**src/rtl/rng_ctl.sv**
```systemverilog
module rng_ctl #(
  parameter int          SEED_CYCLES   = 32,
  parameter logic [31:0] RESET_STATE   = 32'h0000_0001,
  parameter logic [31:0] RECOVER_STATE = 32'h1234_5679,
  parameter logic [31:0] POLY          = 32'h8020_0003
) (
  input  logic        clk,
  input  logic        rst_n,
  input  logic [7:0]  addr,
  input  logic        wr_en,
  input  logic [31:0] wr_data,
  output logic [31:0] rd_data,
  output logic        irq
);
  localparam int NWORDS = 8;
  localparam int GCW    = $clog2(NWORDS);
  localparam int SCW    = $clog2(SEED_CYCLES);
  localparam logic [7:0] A_CMD = 8'h00, A_STAT = 8'h04, A_MODE = 8'h08, A_SEED = 8'h0C,
                         A_IEN = 8'h10, A_IST  = 8'h14, A_REQ  = 8'h60, A_AGE  = 8'h64;

  logic            gen_busy, seed_busy, wide, seeded, ie_glb;
  logic [GCW-1:0]  gcnt;
  logic [SCW-1:0]  scnt;
  logic [31:0]     lfsr, seedw;
  logic [31:0]     words [NWORDS];
  logic [2:0]      ie_en, ist;
  logic [15:0]     req_rl, req_c, age_rl, age_c;

  wire idle          = !gen_busy && !seed_busy;
  wire wr_cmd        = wr_en && addr == A_CMD;
  wire start_gen     = idle && wr_cmd && wr_data == 32'd1;
  wire start_sw_seed = idle && wr_cmd && wr_data == 32'd2;
  wire age_fire      = idle && !start_gen && !start_sw_seed && age_rl != 16'd0 && age_c == 16'd0;
  wire gen_last      = gen_busy && gcnt == GCW'(NWORDS - 1);
  wire seed_last     = seed_busy && scnt == SCW'(SEED_CYCLES - 1);
  wire req_fire      = gen_last && req_rl != 16'd0 && req_c == 16'd0;
  wire seed_start    = start_sw_seed || age_fire || req_fire;

  wire [31:0] lfsr_nx  = {1'b0, lfsr[31:1]} ^ (lfsr[0] ? POLY : 32'd0);
  wire [31:0] mixed    = lfsr ^ seedw;
  wire [31:0] reseeded = (lfsr == 32'd0) ? RECOVER_STATE : mixed;
  wire        lock_evt = seed_last && lfsr != 32'd0 && mixed == 32'd0;

  wire [2:0] ist_set = {lock_evt, seed_last, gen_last};
  wire [2:0] ist_clr = (wr_en && addr == A_IST) ? {wr_data[4], wr_data[1], wr_data[0]} : 3'b000;

  assign irq = ie_glb && |(ist & ie_en);

  always_ff @(posedge clk or negedge rst_n) begin
    if (!rst_n) begin
      gen_busy  <= 1'b0;
      seed_busy <= 1'b0;
      gcnt      <= '0;
      scnt      <= '0;
      lfsr      <= RESET_STATE;
      seeded    <= 1'b0;
      ist       <= 3'b000;
    end else begin
      if (start_gen) begin
        gen_busy <= 1'b1;
        gcnt     <= '0;
      end else if (gen_busy) begin
        gcnt <= gcnt + 1'b1;
        if (gen_last) gen_busy <= 1'b0;
      end
      if (seed_start) begin
        seed_busy <= 1'b1;
        scnt      <= '0;
      end else if (seed_busy) begin
        scnt <= scnt + 1'b1;
        if (seed_last) seed_busy <= 1'b0;
      end
      if (gen_busy)       lfsr <= lfsr_nx;
      else if (seed_last) lfsr <= reseeded;
      if (seed_last) seeded <= 1'b1;
      ist <= (ist & ~ist_clr) | ist_set;
    end
  end

  always_ff @(posedge clk or negedge rst_n) begin
    if (!rst_n) begin
      for (int i = 0; i < NWORDS; i++) words[i] <= 32'd0;
    end else if (gen_busy) begin
      for (int i = 0; i < NWORDS; i++)
        if (gcnt == GCW'(i)) words[i] <= (wide || i < NWORDS / 2) ? lfsr_nx : 32'd0;
    end
  end

  always_ff @(posedge clk or negedge rst_n) begin
    if (!rst_n) begin
      wide   <= 1'b1;
      seedw  <= 32'd0;
      ie_en  <= 3'b000;
      ie_glb <= 1'b0;
      req_rl <= 16'd0;
      age_rl <= 16'd0;
      req_c  <= 16'd0;
      age_c  <= 16'd0;
    end else begin
      if (wr_en && addr == A_MODE) wide <= wr_data[3];
      if (wr_en && addr == A_SEED) seedw <= wr_data;
      if (wr_en && addr == A_IEN) begin
        ie_en  <= {wr_data[4], wr_data[1], wr_data[0]};
        ie_glb <= wr_data[31];
      end
      if (wr_en && addr == A_REQ) req_rl <= wr_data[15:0];
      if (wr_en && addr == A_AGE) age_rl <= wr_data[15:0];

      if (wr_en && addr == A_REQ)          req_c <= wr_data[15:0];
      else if (seed_last)                  req_c <= req_rl;
      else if (start_gen && req_c != 16'd0) req_c <= req_c - 16'd1;

      if (wr_en && addr == A_AGE)                    age_c <= wr_data[15:0];
      else if (seed_last)                            age_c <= age_rl;
      else if (age_rl != 16'd0 && age_c != 16'd0)    age_c <= age_c - 16'd1;
    end
  end

  always_comb begin
    rd_data = 32'd0;
    case (addr)
      A_STAT: rd_data = {seed_busy, gen_busy, 20'd0, seeded, 5'd0, wide, 3'd0};
      A_MODE: rd_data = {28'd0, wide, 3'd0};
      A_SEED: rd_data = seedw;
      A_IEN:  rd_data = {ie_glb, 26'd0, ie_en[2], 2'd0, ie_en[1:0]};
      A_IST:  rd_data = {27'd0, ist[2], 2'd0, ist[1:0]};
      A_REQ:  rd_data = {16'd0, req_rl};
      A_AGE:  rd_data = {16'd0, age_rl};
      default:
        if (addr[7:5] == 3'b001 && addr[1:0] == 2'b00) rd_data = words[addr[4:2]];
    endcase
  end

  a_r3_phases_exclusive: assert property (@(posedge clk) disable iff (!rst_n)
    !(gen_busy && seed_busy));
  a_r3_cmd_dropped_in_reseed: assert property (@(posedge clk) disable iff (!rst_n)
    (seed_busy && !seed_last && wr_cmd) |=> (seed_busy && !gen_busy));
  a_r8_ready_on_gen_end: assert property (@(posedge clk) disable iff (!rst_n)
    gen_last |=> ist[0]);
  a_r8_w1c_clears: assert property (@(posedge clk) disable iff (!rst_n)
    (wr_en && addr == A_IST && wr_data[1] && !seed_last) |=> !ist[1]);
  a_r4_seeded_after_reseed: assert property (@(posedge clk) disable iff (!rst_n)
    seed_last |=> (seeded && ist[1]));
  a_r6_recover_from_zero: assert property (@(posedge clk) disable iff (!rst_n)
    (seed_last && lfsr == 32'd0) |=> lfsr == RECOVER_STATE);
  a_r11_age_expiry: assert property (@(posedge clk) disable iff (!rst_n)
    (idle && !wr_en && age_rl != 16'd0 && age_c == 16'd0) |=> seed_busy);
endmodule

```
**config.mk**
```make
export PLATFORM = sky130hd
export DESIGN_NAME = rng_ctl
export DESIGN_NICKNAME = d
export VERILOG_FILES = /design/src/rtl/rng_ctl.sv
export SDC_FILE = /design/constraint.sdc
export NUM_CORES = 1
export LEC_CHECK = 0
export BUFFER_PORTS_ARGS = -buffer_cell sky130_fd_sc_hd__buf_2
export CAP_MARGIN = 15
export CORE_UTILIZATION = 62
export CTS_CLUSTER_SIZE = 28
export DETAILED_ROUTE_END_ITERATION = 10
export PLACE_DENSITY = 0.8
export SLEW_MARGIN = 0
export SYNTH_ARGS = -nofsm -noshare
export SYNTH_HDL_FRONTEND = slang
export SYNTH_SLANG_ARGS = --single-unit
```
**constraint.sdc**
```tcl
create_clock -name clk -period 2.5 [get_ports clk]
set_input_delay 0.375 -clock clk [delete_from_list [all_inputs] [get_ports clk]]
set_output_delay 0.375 -clock clk [all_outputs]
set_load 0.01 [all_outputs]
```
==> results.cfg <==
[cts]
clk_latency_ns = 0.54
cts.sinks = 403
cts-root-buf = clkbuf_16
clockBufferDepth = 3
cts_max_level = 2
cts_buffers = 42
cts_tree = yes
clk_pin_slew_ns = 0.06

[sta]
skew_ns = 0.02062
setup_viol = 2
relSlewSlack_pct = 52.32
rsz0062_at_grt = true
tightestPinTransition_ns = 0.7127
clock.fmax_ghz = 0.3914
period_minus_slack_ns = 2.555
tns_ns = -0.06022
fin_crit_sh_pct = 102.2
setup_slack_ns = -0.05498
finalHoldViolations = 0
slew_viol_final = 0
holdWs_ns = 0.05929

[critical_path]
worstSetupPathType = reg2out
critPathLaunchType = register
rr_startpoint = age_c[0]
ff2ff_path_depth = 8
cp-end-kind = output port
required_ns = 2.12
critPathMaxFanout = 2
r2r_setup_slack_ns = 0.14
r2r-end = age_c[14]
cp.arrival_ns = 2.18

[synthesis]
syn_area_mm2 = 0.01973
netlist_instances = 1973
async_flop_share_pct = 100.0
synth_top_flop_cell = dfrtp_1
synth-seq-cells = 403
synth_edf_count = 0
synth.distinct_cells = 61
synth_warnings = 0
synth.avg_cell_area_um2 = 9.999
seq_area_frac_synth_pct = 51.13
synth_nets = 2027

[layout]
layout-drive-gt1-share_pct = 21.22
final_common_cell = nand2_1
fin_util_pct = 74.40
layout_common_cells = nand2_1, dfrtp_1, o21ai_0
design_area_mm2 = 0.02300
finalNonFillerCells = 2546
areaGrowthSynthToFinish_pct = 16.57
final_net_count = 2171

[floorplan]
die_area_mm2 = 0.03254
start_util_pct = 63.82
rows = 64
fp.coreArea_mm2 = 0.03091
fp.dieH_um = 180.4
ios = 76
die_width_um = 180.4

[routing]
num_vias = 16840
dr.pass1.iters = 5
drc = 0
vias_per_cell = 6.612
ant_nets = 0
wl_um = 59820
wl_per_cell_um = 23.50
drt_iter0_drc = 2054

[grt]
grt_usage_pct = 37.45
antenna_found_initial = 0
grt_pass1_vias = 16560
grt_pass1_wl_um = 93900
overflow = 0
grt_max_degree = 79

[placed_design]
dpl.hpwl_um = 40520
placed_area_mm2 = 0.02144
placed_cells = 2455
pre_cts_ws_ns = -0.05089
io_buffers = 75
gp_congestion = 0.9709

[pwr]
irDropWorstVdd_mv = 0.4948
power.density_mw_per_mm2 = 632.1
p_leak_nw = 10.50
p_total_mw = 14.54

[hold_path]
holdPathStages = 2
min_path_type = in2reg
worstHoldEndpoint = seedw[23]
hp-start = wr_data[23]

[outcome]
outcome = finished with violations
violations = negative setup slack

[flow_run]
cap_violations = 0
-- cell type report --
type / instances / area, um^2
clock buffers: 63 / 1200
fillers: 2075 / 7913
diodes: 1 / 2.502
well taps: 396 / 495.5
multi-input cells: 1394 / 8974
repair buffers: 240 / 1951
flip-flops and latches: 403 / 10090
inverters: 36 / 135.1
clock inverters: 13 / 151.4
-- worst max-delay path by stage --
stage	startpoint	to	cells past startpoint
6_report	words[4]	rd_data[4]	6
5_1_grt	words[4]	rd_data[4]	6
4_1_cts	words[4]	rd_data[4]	6
3_5_place_dp	addr[7]	rd_data[29]	9
3_3_place_gp	addr[7]	rd_data[19]	9
2_1_floorplan	addr[2]	rd_data[13]	5
-- logic make-up (layout without fill, tap and decap cells) --
kind of cell / count (synthesis) / in the layout / synth area share, %
other: 0 / 1 / 0
xor gates and xnor gates: 60 / 60 / 2.664
and+or+nand+nor: 693 / 693 / 15.48
DFF: 403 / 403 / 51.13
AOI/OAI and AO/OA: 467 / 467 / 13.62
buffers and inverters: 176 / 352 / 3.666
adders and majority gates: 11 / 11 / 0.6976
muxes: 163 / 163 / 12.74
-- critical path: stages, from the launching register on --
cell,delay (ns)
dfrtp_1,0.38
mux4_2,0.48
mux2i_1,0.15
buf_4,0.16
nor2_1,0.04
nand4b_1,0.25
buf_2,0.19
-- per-layer routing --
layer / share of wire, % / up-vias / track usage [%]
met2: 46 / 1086 / 58.56
met5: 0 / - / 0
met3: 11 / 196 / 8.771
li1: - / 7265 / -
met4: 4.3 / 0 / 16.41
met1: 38 / 8288 / 50.46
-- state kept, by name, indices dropped and copies added, names as in the netlist, 3 cells and up --
signal	count
req_rl	16
seedw	32
ie_en	3
ist	3
age_rl	16
words	256
age_c	16
scnt	5
lfsr	32
req_c	16
gcnt	3
-- cells in the mapped netlist, types with 3 or more instances --
library cell / count / area, um^2
nand4_1: 15 / 93.84
a22oi_1: 28 / 210.2
or3_1: 3 / 18.77
o31a_1: 3 / 26.28
inv_1: 36 / 135.1
and3_1: 8 / 50.05
dfrtp_1: 401 / 10030
xor2_1: 36 / 315.3
nor4_4: 4 / 85.08
mux2_1: 5 / 56.30
nor2b_1: 3 / 18.77
nor3_1: 21 / 105.1
nand2_1: 465 / 1745
a21oi_1: 29 / 145.1
mux2_2: 60 / 675.7
mux4_2: 64 / 1441
mux2i_1: 34 / 340.3
nor2_1: 61 / 229.0
o211ai_1: 23 / 172.7
o31ai_1: 6 / 45.04
buf_6: 4 / 45.04
nor4_1: 33 / 206.5
o21ai_0: 322 / 1612
a221oi_1: 21 / 183.9
buf_1: 13 / 48.80
a211oi_1: 5 / 37.54
buf_2: 20 / 100.1
clkbuf_1: 101 / 379.1
ha_1: 11 / 137.6
nand4b_1: 5 / 43.79
a31oi_1: 12 / 75.07
nand3_1: 45 / 225.2
xnor2_1: 24 / 210.2
nand2b_1: 8 / 50.05
a222oi_1: 3 / 30.03
nor4b_1: 3 / 26.28
and2_1: 4 / 25.02
-- timing repair --
| action | 4_1_cts | 5_1_grt |
|---|---|---|
| pin swaps | 1 | 1 |
| hold buffers | 1 | 0 |
| cloned | 0 | 1 |
| gates resized for setup | 7 | 8 |
| setup endpoints to repair | 16 | 29 |
| setup buffers | 0 | 12 |
| endpoints found under the hold margin | 43 | 0 |
-- where the power goes --
group | total (mW) | internal [mW] | switching, mW
clock network | 6.18 | 3.63 | 2.55
logic | 1.41 | 0.591 | 0.818
registers | 6.95 | 6.70 | 0.251
total | 14.5 | 10.9 | 3.62
Note: power is estimated with default switching activity, not from simulation.
